## src/rtl/vcm_pkg.sv

```systemverilog
package vcm_pkg;
  typedef enum logic [1:0] {
    VCM_MUL  = 2'b00,
    VCM_ADD  = 2'b01,
    VCM_SUB  = 2'b10,
    VCM_RSVD = 2'b11
  } vcm_op_e;
endpackage

```

## src/rtl/vcm_cross_terms.sv

```systemverilog
// AND-matrix partial products, grouped by output weight (crosswise diagonals).
module vcm_cross_terms #(
  parameter int W = 4,
  localparam int COLS = 2*W - 1
) (
  input  logic [W-1:0]              mul_a,
  input  logic [W-1:0]              mul_b,
  output logic [COLS-1:0][W-1:0]    col_terms
);
  for (genvar k = 0; k < COLS; k++) begin : g_col
    for (genvar j = 0; j < W; j++) begin : g_term
      if ((k - j) >= 0 && (k - j) < W) begin : g_live
        assign col_terms[k][j] = mul_a[j] & mul_b[k-j];
      end else begin : g_empty
        assign col_terms[k][j] = 1'b0;
      end
    end
  end
endmodule

```

## src/rtl/vcm_addsub_terms.sv

```systemverilog
// Places operand bits into the low columns; subtrahend is XOR-conditioned.
module vcm_addsub_terms #(
  parameter int W = 4,
  localparam int COLS = 2*W - 1
) (
  input  logic [W-1:0]              add_a,
  input  logic [W-1:0]              add_b,
  input  logic                      invert_b,
  output logic [COLS-1:0][W-1:0]    col_terms,
  output logic                      tree_cin
);
  logic [W-1:0] b_cond;
  assign b_cond   = add_b ^ {W{invert_b}};
  assign tree_cin = invert_b;

  for (genvar k = 0; k < COLS; k++) begin : g_col
    for (genvar j = 0; j < W; j++) begin : g_term
      if (k < W && j == 0) begin : g_opa
        assign col_terms[k][j] = add_a[k];
      end else if (k < W && j == 1) begin : g_opb
        assign col_terms[k][j] = b_cond[k];
      end else begin : g_empty
        assign col_terms[k][j] = 1'b0;
      end
    end
  end
endmodule

```

## src/rtl/vcm_column_tree.sv

```systemverilog
// Column-by-column reduction: each column adds its terms and the incoming carry.
module vcm_column_tree #(
  parameter int W = 4,
  localparam int COLS = 2*W - 1,
  localparam int RW   = 2*W,
  localparam int CW   = $clog2(2*W + 2) + 1
) (
  input  logic [COLS-1:0][W-1:0]    col_terms,
  input  logic                      tree_cin,
  output logic [RW-1:0]             tree_sum
);
  logic [COLS:0][CW-1:0] carry_chain;
  logic [COLS-1:0][CW-1:0] col_total;

  assign carry_chain[0] = {{(CW-1){1'b0}}, tree_cin};

  for (genvar k = 0; k < COLS; k++) begin : g_col
    always_comb begin
      col_total[k] = carry_chain[k];
      for (int t = 0; t < W; t++) begin
        col_total[k] = col_total[k] + {{(CW-1){1'b0}}, col_terms[k][t]};
      end
    end
    assign tree_sum[k]      = col_total[k][0];
    assign carry_chain[k+1] = {1'b0, col_total[k][CW-1:1]};
  end

  assign tree_sum[RW-1] = carry_chain[COLS][0];
endmodule

```

## src/rtl/vcm_arith_unit.sv

```systemverilog
module vcm_arith_unit #(
  parameter int W = 4,
  localparam int COLS = 2*W - 1,
  localparam int RW   = 2*W
) (
  input  logic [W-1:0]  op_a,
  input  logic [W-1:0]  op_b,
  input  logic [1:0]    op_sel,
  output logic [RW-1:0] result,
  output logic          carry_flag
);
  import vcm_pkg::*;

  vcm_op_e                 op;
  logic [COLS-1:0][W-1:0]  mul_cols;
  logic [COLS-1:0][W-1:0]  as_cols;
  logic [COLS-1:0][W-1:0]  sel_cols;
  logic                    as_cin;
  logic                    sel_cin;
  logic [RW-1:0]           tree_sum;

  assign op = vcm_op_e'(op_sel);

  vcm_cross_terms #(.W(W)) u_cross (
    .mul_a     (op_a),
    .mul_b     (op_b),
    .col_terms (mul_cols)
  );

  vcm_addsub_terms #(.W(W)) u_addsub (
    .add_a     (op_a),
    .add_b     (op_b),
    .invert_b  (op == VCM_SUB),
    .col_terms (as_cols),
    .tree_cin  (as_cin)
  );

  always_comb begin
    sel_cols = '0;
    sel_cin  = 1'b0;
    unique case (op)
      VCM_MUL:          begin sel_cols = mul_cols; sel_cin = 1'b0;   end
      VCM_ADD, VCM_SUB: begin sel_cols = as_cols;  sel_cin = as_cin; end
      default:          begin sel_cols = '0;       sel_cin = 1'b0;   end
    endcase
  end

  vcm_column_tree #(.W(W)) u_tree (
    .col_terms (sel_cols),
    .tree_cin  (sel_cin),
    .tree_sum  (tree_sum)
  );

  always_comb begin
    result     = tree_sum;
    carry_flag = 1'b0;
    if (op == VCM_ADD || op == VCM_SUB) begin
      carry_flag = tree_sum[W];
    end else if (op == VCM_RSVD) begin
      result = '0;
    end
  end
endmodule

```

## config.mk

```make
export PLATFORM = sky130hd
export DESIGN_NAME = vcm_arith_unit
export DESIGN_NICKNAME = d
export VERILOG_FILES = /design/src/rtl/vcm_pkg.sv /design/src/rtl/vcm_cross_terms.sv /design/src/rtl/vcm_addsub_terms.sv /design/src/rtl/vcm_column_tree.sv /design/src/rtl/vcm_arith_unit.sv
export SDC_FILE = /design/constraint.sdc
export NUM_CORES = 1
export LEC_CHECK = 0
export BUFFER_PORTS_ARGS = -buffer_cell sky130_fd_sc_hd__buf_4
export CORE_MARGIN = 2
export CORE_UTILIZATION = 30
export DETAILED_ROUTE_END_ITERATION = 8
export PLACE_DENSITY_LB_ADDON = 0.25
export SLEW_MARGIN = 25
export SYNTH_ARGS = -nofsm -noshare
export SYNTH_HDL_FRONTEND = slang
export SYNTH_HIERARCHICAL = 1
export SYNTH_SLANG_ARGS = --single-unit
```

## constraint.sdc

```tcl
create_clock -name vclk -period 11.05
set_input_delay 1.105 -clock vclk [all_inputs]
set_output_delay 1.105 -clock vclk [all_outputs]
set_load 0.005 [all_outputs]
```

==> results.toml <==
[run_status]
status = "completed"

[power]
finalPower_mw = 0.1409
switching_share_pct = 45.90
power_frac_seq_pct = 0
p_leak_nw = 0.7478
p_int_mw = 0.07620
combPwrFrac_pct = 100.0
p_per_area_nw_per_um2 = 93.66
p_switching_mw = 0.06466
vdd_ir_drop_max_mv = 0.04008
pwr-share-clk_pct = 0

[logic_synthesis]
synth_area_per_cell_um2 = 7.746
yosys.area.top_type_share_pct = 25.31
netlist_area_um2 = 1503
yosysWarnings = 6
synthDistinctLibCells = 14
yosys.area.top_type = "fa_1"
yosysSeqAreaShare_pct = 0
syn_inst = 194
synth.area.top_cells = "fa_1, buf_4, a22oi_1"

[sta]
setup_tns_ps = 0
max_freq_mhz = 104.4
finalCritPeriodShare_pct = 86.70
whs_ps = 2907
timing.final.max_slew_violations = 0
hold_viol = 0
setup_viol = 0
fin_crit_ps = 9580
worst_pin_slew_ps = 588.3
worst_slack_ps = 1470
relSlewSlack_pct = 60.78
rsz0062_at_grt = "no"

[placed_design]
gp_congestion = 0.6974
post-dp-hpwl_um = 1987
dp_slack_ps = 1443
dp_cells = 267
portBuffers = 19

[worst_setup_path]
start_kind = "input pin"
worst_setup_path_end_kind = "primary output"
cp_max_fo = 16
arrival_ps = 8480
required_ps = 9950
crit_type = "input pin to primary output"

[clocking]
hold_buffers = 0
cts_setup_buffers = 0
cts_resized = 0

[floorplanning]
ios = 19
start_util_pct = 31.40
dieArea_um2 = 5591
die_x_um = 74.78
dieHeight_um = 74.78
placementRows = 25
core_um2 = 4786

[cells_and_area]
layout_commonest_cell = "inv_1"
fin_nets = 236
syn2layout_area_growth_pct = 0.08312
clock_buffers = 0
drive_gt1_share_pct = 13.00
post_layout_nonfiller_instances = 267
layout_common_cells = "inv_1, conb_1, nor2_1"
seq_cells = 0
diodes = 0
seqCellArea_um2 = 0

[worst_hold_path]
hp-class = "input pin to primary output"

[route]
route.met2.wl_um = 1085
vias = 1018
drt_iter0_drc = 23
wl_met1_um = 1382
drc = 0
drtAntennaViolNets = 0
wl_per_cell_um = 9.434
dr.pass1.iters = 4
wirelength_um = 2519
routed.top_layer = "met3"
routed_via_density = 3.813
dr_wl_met3_um = 51

[global_routing]
grt_pass1_vias = 971
grt_overflow = 0
grt_antenna_before_repair = 0
grt_pass1_wl_um = 4512
grtUsageTotal_pct = 9.950
grt_max_degree = 28

[run]
max_cap_viol_count = 0
through the flow:
step                      area (um2)  utilization (%)
final                           1504            31.42
after global routing            1504            31.42
after CTS                       1504            31.42
after detailed placement        1504            31.42
after global placement          1504            31.42
after floorplan                 1615                -
cells by family (layout without fill, tap and decap cells):
family / after synthesis / in the layout / synth area share, %
xor+xnor: 5 / 5 / 3.830
simple gates: 55 / 55 / 18.73
buf+inv: 80 / 56 / 32.47
other cells: 2 / 32 / 0.4998
fa+ha+maj: 24 / 24 / 29.48
compound gates: 28 / 28 / 14.99
Yosys cell counts:
library cell / number
and2_1: 26
a22oi_1: 25
xor2_1: 4
conb_1: 2
fa_1: 19
a22oi_2: 3
xnor3_1: 1
buf_2: 3
ha_1: 5
buf_6: 6
buf_4: 37
inv_1: 34
nor2_1: 28
nand2b_4: 1
area by class of cell:
class | instances | area, um2
Multi-Input combinational cell | 144 | 1127
Inverter | 34 | 127.6
Timing Repair Buffer | 22 | 165.2
Tap cell | 67 | 83.83
Fill cell | 548 | 3282
power groups by stage:
stage	logic (mW)	registers, mW	clock network, mW
finish	0.141	0	0
global route	0.171	0	0
CTS	0.144	0	0
detailed placement	0.144	0	0
global placement	0.144	0	0
floorplan	0.102	0	0
final timing paths:
path / slack [ps] / cells past startpoint / to / start
worst max-delay path: 1470 / 27 / result[6] / op_sel[0]
worst min-delay path: 2910 / 5 / result[3] / op_sel[0]
per-layer routing:
layer,up-vias,GRT usage [%]
met1,467,15.76
met4,0,0
met3,0,0
met5,-,0
met2,12,16.32
li1,539,-
critical path, stage by stage:
cell and delay, ps:
buf_4 90, inv_1 50, ha_1 620, a22oi_1 170
nor2_1 120, inv_1 70, fa_1 500, inv_1 50
fa_1 360, ha_1 320, fa_1 360, inv_1 80
fa_1 430, fa_1 390, fa_1 460, fa_1 390
fa_1 470, fa_1 390, fa_1 460, fa_1 370
inv_1 70, fa_1 410, inv_1 80, fa_1 400
inv_1 50, and2_1 120, buf_4 100
Power figures use the tool's default switching activity.
